--- src/rtl/swd_pkg.sv ---
package swd_pkg;
  typedef enum logic [1:0] {
    WM_ALLOC   = 2'd0,
    WM_COAL    = 2'd1,
    WM_NOALLOC = 2'd2
  } wmode_t;
endpackage

--- src/rtl/swd_seq_track.sv ---
module swd_seq_track #(
  parameter int ADDR_W = 32,
  parameter int SIZE_W = 7
) (
  input  logic              clk,
  input  logic              rst,
  input  logic              clr,
  input  logic              wr_valid,
  input  logic [ADDR_W-1:0] wr_addr,
  input  logic [SIZE_W-1:0] wr_size,
  output logic              seq
);
  logic [ADDR_W-1:0] next_addr;
  logic              have_hist;
  logic [ADDR_W-1:0] end_addr;

  assign end_addr = wr_addr + ADDR_W'(wr_size);
  assign seq      = have_hist && (wr_addr == next_addr);

  always_ff @(posedge clk) begin
    if (rst || clr) begin
      next_addr <= '0;
      have_hist <= 1'b0;
    end else if (wr_valid) begin
      next_addr <= end_addr;
      have_hist <= 1'b1;
    end
  end
endmodule

--- src/rtl/swd_mode_fsm.sv ---
module swd_mode_fsm
  import swd_pkg::*;
#(
  parameter int SIZE_W          = 7,
  parameter int COALESCE_LIMIT  = 128,
  parameter int NOALLOC_LIMIT   = 512
) (
  input  logic              clk,
  input  logic              rst,
  input  logic              clr,
  input  logic              wr_valid,
  input  logic              seq,
  input  logic [SIZE_W-1:0] wr_size,
  output wmode_t            mode
);
  localparam int MAX_SIZE = (1 << SIZE_W) - 1;
  localparam int CNT_W    = $clog2(NOALLOC_LIMIT + 2 * MAX_SIZE + 2) + 1;
  localparam logic [CNT_W-1:0] COAL_LIM_V = CNT_W'(COALESCE_LIMIT);
  localparam logic [CNT_W-1:0] NOAL_LIM_V = CNT_W'(NOALLOC_LIMIT);

  logic [CNT_W-1:0] byte_cnt;
  logic [CNT_W-1:0] cnt_sum;
  logic [CNT_W-1:0] cnt_nxt;
  wmode_t           mode_nxt;

  assign cnt_sum = byte_cnt + CNT_W'(wr_size);

  always_comb begin
    cnt_nxt  = byte_cnt;
    mode_nxt = mode;
    if (wr_valid) begin
      if (!seq) begin
        cnt_nxt  = CNT_W'(wr_size);
        mode_nxt = WM_ALLOC;
      end else if (mode != WM_NOALLOC) begin
        cnt_nxt = cnt_sum;
        if (mode == WM_ALLOC && cnt_sum > COAL_LIM_V) begin
          mode_nxt = WM_COAL;
        end else if (mode == WM_COAL && cnt_sum > NOAL_LIM_V) begin
          mode_nxt = WM_NOALLOC;
        end
      end
    end
  end

  always_ff @(posedge clk) begin
    if (rst || clr) begin
      byte_cnt <= '0;
      mode     <= WM_ALLOC;
    end else begin
      byte_cnt <= cnt_nxt;
      mode     <= mode_nxt;
    end
  end
endmodule

--- src/rtl/swd_delay_table.sv ---
module swd_delay_table #(
  parameter int BLK_W         = 26,
  parameter int DELAY_ENTRIES = 16,
  parameter int DELAY_W       = 4,
  parameter int DELAY_THRESH  = 8
) (
  input  logic             clk,
  input  logic             rst,
  input  logic             clr,
  input  logic             wr_valid,
  input  logic             seq,
  input  logic [BLK_W-1:0] wr_blk,
  input  logic             q_valid,
  input  logic [BLK_W-1:0] q_blk,
  output logic             q_delay
);
  localparam int IDX_W = (DELAY_ENTRIES > 1) ? $clog2(DELAY_ENTRIES) : 1;
  localparam logic [DELAY_W-1:0] THRESH_V = DELAY_W'(DELAY_THRESH);

  logic [IDX_W-1:0]   w_idx;
  logic [IDX_W-1:0]   r_idx;
  logic [DELAY_W-1:0] slot [DELAY_ENTRIES];
  logic               r_nonzero;

  assign w_idx     = IDX_W'(wr_blk % DELAY_ENTRIES);
  assign r_idx     = IDX_W'(q_blk % DELAY_ENTRIES);
  assign r_nonzero = (slot[r_idx] != '0);

  for (genvar g = 0; g < DELAY_ENTRIES; g++) begin : g_slot
    logic [DELAY_W-1:0] ctr;
    logic               hit_w;
    logic               hit_q;
    assign hit_w = wr_valid && (w_idx == IDX_W'(g));
    assign hit_q = q_valid && (r_idx == IDX_W'(g));
    always_ff @(posedge clk) begin
      if (rst || clr) begin
        ctr <= '0;
      end else if (hit_w) begin
        ctr <= seq ? THRESH_V : '0;
      end else if (hit_q && ctr != '0) begin
        ctr <= ctr - 1'b1;
      end
    end
    assign slot[g] = ctr;
  end

  always_ff @(posedge clk) begin
    if (rst || clr) begin
      q_delay <= 1'b0;
    end else begin
      q_delay <= q_valid && r_nonzero;
    end
  end
endmodule

--- src/rtl/stream_write_detector.sv ---
module stream_write_detector
  import swd_pkg::*;
#(
  parameter int ADDR_W         = 32,
  parameter int SIZE_W         = 7,
  parameter int BLK_W          = 26,
  parameter int COALESCE_LIMIT = 128,
  parameter int NOALLOC_LIMIT  = 512,
  parameter int DELAY_ENTRIES  = 16,
  parameter int DELAY_W        = 4,
  parameter int DELAY_THRESH   = 8
) (
  input  logic              clk,
  input  logic              rst,
  input  logic              clr,
  input  logic              wr_valid,
  input  logic [ADDR_W-1:0] wr_addr,
  input  logic [SIZE_W-1:0] wr_size,
  input  logic [BLK_W-1:0]  wr_blk,
  input  logic              q_valid,
  input  logic [BLK_W-1:0]  q_blk,
  output logic              q_delay,
  output logic              alloc_o,
  output logic              coalesce_o
);
  logic   seq;
  wmode_t mode;

  swd_seq_track #(.ADDR_W(ADDR_W), .SIZE_W(SIZE_W)) u_track (
    .clk(clk), .rst(rst), .clr(clr), .wr_valid(wr_valid),
    .wr_addr(wr_addr), .wr_size(wr_size), .seq(seq)
  );

  swd_mode_fsm #(
    .SIZE_W(SIZE_W), .COALESCE_LIMIT(COALESCE_LIMIT), .NOALLOC_LIMIT(NOALLOC_LIMIT)
  ) u_fsm (
    .clk(clk), .rst(rst), .clr(clr), .wr_valid(wr_valid),
    .seq(seq), .wr_size(wr_size), .mode(mode)
  );

  swd_delay_table #(
    .BLK_W(BLK_W), .DELAY_ENTRIES(DELAY_ENTRIES),
    .DELAY_W(DELAY_W), .DELAY_THRESH(DELAY_THRESH)
  ) u_delay (
    .clk(clk), .rst(rst), .clr(clr), .wr_valid(wr_valid), .seq(seq),
    .wr_blk(wr_blk), .q_valid(q_valid), .q_blk(q_blk), .q_delay(q_delay)
  );

  assign alloc_o    = (mode != WM_NOALLOC);
  assign coalesce_o = (mode != WM_ALLOC);
endmodule

--- config.mk ---
export PLATFORM = sky130hd
export DESIGN_NAME = stream_write_detector
export DESIGN_NICKNAME = d
export VERILOG_FILES = /design/src/rtl/swd_pkg.sv /design/src/rtl/swd_seq_track.sv /design/src/rtl/swd_mode_fsm.sv /design/src/rtl/swd_delay_table.sv /design/src/rtl/stream_write_detector.sv
export SDC_FILE = /design/constraint.sdc
export NUM_CORES = 1
export LEC_CHECK = 0
export ABC_AREA = 1
export CAP_MARGIN = 20
export CELL_PAD_IN_SITES_DETAIL_PLACEMENT = 0
export CELL_PAD_IN_SITES_GLOBAL_PLACEMENT = 2
export CORE_MARGIN = 8
export CORE_UTILIZATION = 35
export DETAILED_ROUTE_END_ITERATION = 8
export DONT_BUFFER_PORTS = 1
export PLACE_DENSITY = 0.8
export RECOVER_POWER = 25
export SLEW_MARGIN = 20
export SYNTH_ARGS = -nofsm -noshare
export SYNTH_HDL_FRONTEND = slang
export SYNTH_SLANG_ARGS = --single-unit
--- constraint.sdc ---
create_clock -name clk -period 2.59 [get_ports clk]
set_clock_uncertainty 0.1 [all_clocks]
set_input_delay 0.3885 -clock clk [delete_from_list [all_inputs] [get_ports clk]]
set_output_delay 0.3885 -clock clk [all_outputs]
set_load 0.02 [all_outputs]
==> out/qor.yml <==
yosysWarnings: 0
yosysSeqAreaShare: 0.2912
synth_area_per_cell_um2: 6.550
vdd_ir_drop_max_v: 0.0002940
num_antenna_cells: 0
syn_area_um2: 7631
p_leak_nw: 3.644
ctsResizeCount: 0
cts_buffer_depth: 2
worstSetupEndpointType: "register"
cts_root_buffer: "clkbuf_16"
status: "finished clean"
place_area_um2: 7979
grt_first_pass_wirelength_mm: 34.40
antenna_left: 0
fin_crit_sh: 0.8979
ys.flop_type: "dfxtp_1"
hold_viol: 0
die-area_um2: 26780
postCtsSetupBuffers: 0
dp.cells: 1439
grt_pass1_vias: 6575
antenna_found_initial: 0
finalSetupViolations: 0
synthToLayoutAreaGrowth_pct: 7.329
die_y_um: 163.7
core-area_um2: 21620
grt.total_usage: 0.1599
tightest_slew_ps: 1211
routedWlPerCell_um: 14.49
overflow: 0
dr_total_vias: 7039
stdcell_count: 1455
cp_common_cell: "nand2_1"
rsz0062_at_grt: "no"
worstPathCellList: "ha_2, inv_1, fa_1, inv_1, nand2_1, nand2_2, nand3_1, nand2_1, nand2_1, nand2_1, nand3_1, nor2_1, nand3_1, a21boi_0, nand2_1, a21oi_1"
synth_top_cells_by_area: "dfxtp_1, nand2_1, inv_1"
finalSetupTns_ps: 0
routed_wl_mm: 21.09
critPathMaxFanout: 4
synthArstFlopShare: 0
synth_edf_count: 0
ctsHoldBuffers: 0
synth_top_cell_area_share: 0.2912
gp_congestion: 0.8027
cts_tree: "done"
rows: 54
ys_types: 57
drc: 0
required_ps: 2780
critPathLaunchType: "register"
cts_sinks: 111
clock_latency_ps: 360
layout_min_cycle_time_ps: 2326
grt_max_degree: 44
worst_path_largest_cell_delay_ps: 370
cts_htree_levels: 3
io_pins: 99
crit_arrival_ps: 2510
cellPowerDensity_nw_per_um2: 446.1
relSlewSlack: 0.1926
final_nets: 1298
multi_input_area_um2: 4415
num-fill-cells: 2441
first_iter_violations: 414
max_cap_viol_count: 0
layout_commonest_cell: "nand2_1"
regArea_um2: 2222
fmax_mhz: 430.0
final_area_um2: 8190
crit_type: "register to register"
drt-pass1-iter-count: 5
dieWidth_um: 163.7
port_buffers: 0
final_max_slew_viol_count: 0
synth_top_area_cell: "dfxtp_1"
syn_nets: 1293
drive_gt1_frac: 0.07489
min_path_type: "input port to register"
syn_inst: 1165
clk_pin_slew_ps: 80
cpMaxStageDelayCell: "fa_1"
cts_made_buffers: 9
ys_ff_latch: 111
final_cell_mix: "nand2_1, inv_1, nor2_1, dfxtp_1, a21oi_1"
vias_per_cell: 4.838
dpl.hpwl_mm: 16.78
initial_core_util: 0.3530
## through the flow
step	hold WS, ps	worst slack, ps	util	total power [mW]
2_1_floorplan	347.3	395.2	-	2.157
3_3_place_gp	361.0	151.0	0.3690	2.281
3_5_place_dp	361.8	130.7	0.3690	2.278
4_1_cts	15.62	162.8	0.3825	3.711
5_1_grt	17.54	13.85	0.3788	3.846
6_report	30.89	264.4	0.3788	3.653
## synthesized netlist by cell type (8+ instances only)
cell type / n
inv_1: 199
xor2_1: 19
nand2_1: 226
o211ai_1: 9
clkbuf_1: 8
o21ai_0: 76
nor3_1: 36
o21ai_1: 12
nand3_1: 77
nor2_1: 120
inv_2: 21
a21oi_1: 85
xnor2_1: 10
ha_1: 30
dfxtp_1: 111
nand4_1: 18
## power breakdown
group	switching, mW	total [mW]	internal (mW)
clock	0.721	1.42	0.700
sequential	0.0179	1.75	1.73
combinational	0.315	0.481	0.166
## final timing paths
kind	start	end	slack, ps	cells past startpoint
hold reg to reg	u_fsm.byte_cnt[5]$_SDFFE_PP0P_	u_fsm.byte_cnt[5]$_SDFFE_PP0P_	370	2
setup reg to reg	u_fsm.byte_cnt[0]$_SDFFE_PP0P_	u_fsm.mode[0]$_SDFFE_PP0P_	260	16
hold / removal	wr_valid	u_track.next_addr[1]$_SDFFE_PP0P_	30	1
setup / recovery	u_fsm.byte_cnt[0]$_SDFFE_PP0P_	u_fsm.mode[0]$_SDFFE_PP0P_	260	16
## worst max-delay path: cells and delay by family, from the launching register on
kind	cells	cell delay (ps)
adder cells (fa/ha/maj)	2	570
buffers and inverters	2	130
AO/OA/AOI/OAI	2	290
AND/OR/NAND/NOR	10	810
flip-flops	1	340
## registers in the layout, indices dropped and copies added, names as in the netlist
name                count
u_delay.g_slot.ctr     64
u_track.next_addr      32
u_fsm.byte_cnt         11
u_fsm.mode              2
u_delay.q_delay         1
u_track.have_hist       1
## layer usage
layer / vias up / track usage / part of all wire
met2: 77 / 0.2556 / 0.44
met5: - / 0 / 0
met1: 3154 / 0.2218 / 0.51
met4: 0 / 0.03347 / 0.0072
met3: 8 / 0.02646 / 0.037
li1: 3800 / - / -
## layout make-up
type,count,share of cell area
clock inverter,6,0.006263
multi-input combinational,815,0.5391
inverter,221,0.1013
sequential,111,0.2713
tap,280,0.04277
timing repair buffer,12,0.01008
clock buffer,10,0.02918
## logic make-up (layout without fill, tap and decap cells)
logic type	Yosys count	count (layout)	share of synthesized area
buf+inv	239	249	0.1212
compound gates	224	224	0.1845
xor+xnor	29	29	0.03328
fa+ha+maj	32	32	0.05444
simple gates	530	530	0.3155
flops	111	111	0.2912
Note: power is estimated with default switching activity, not from simulation.
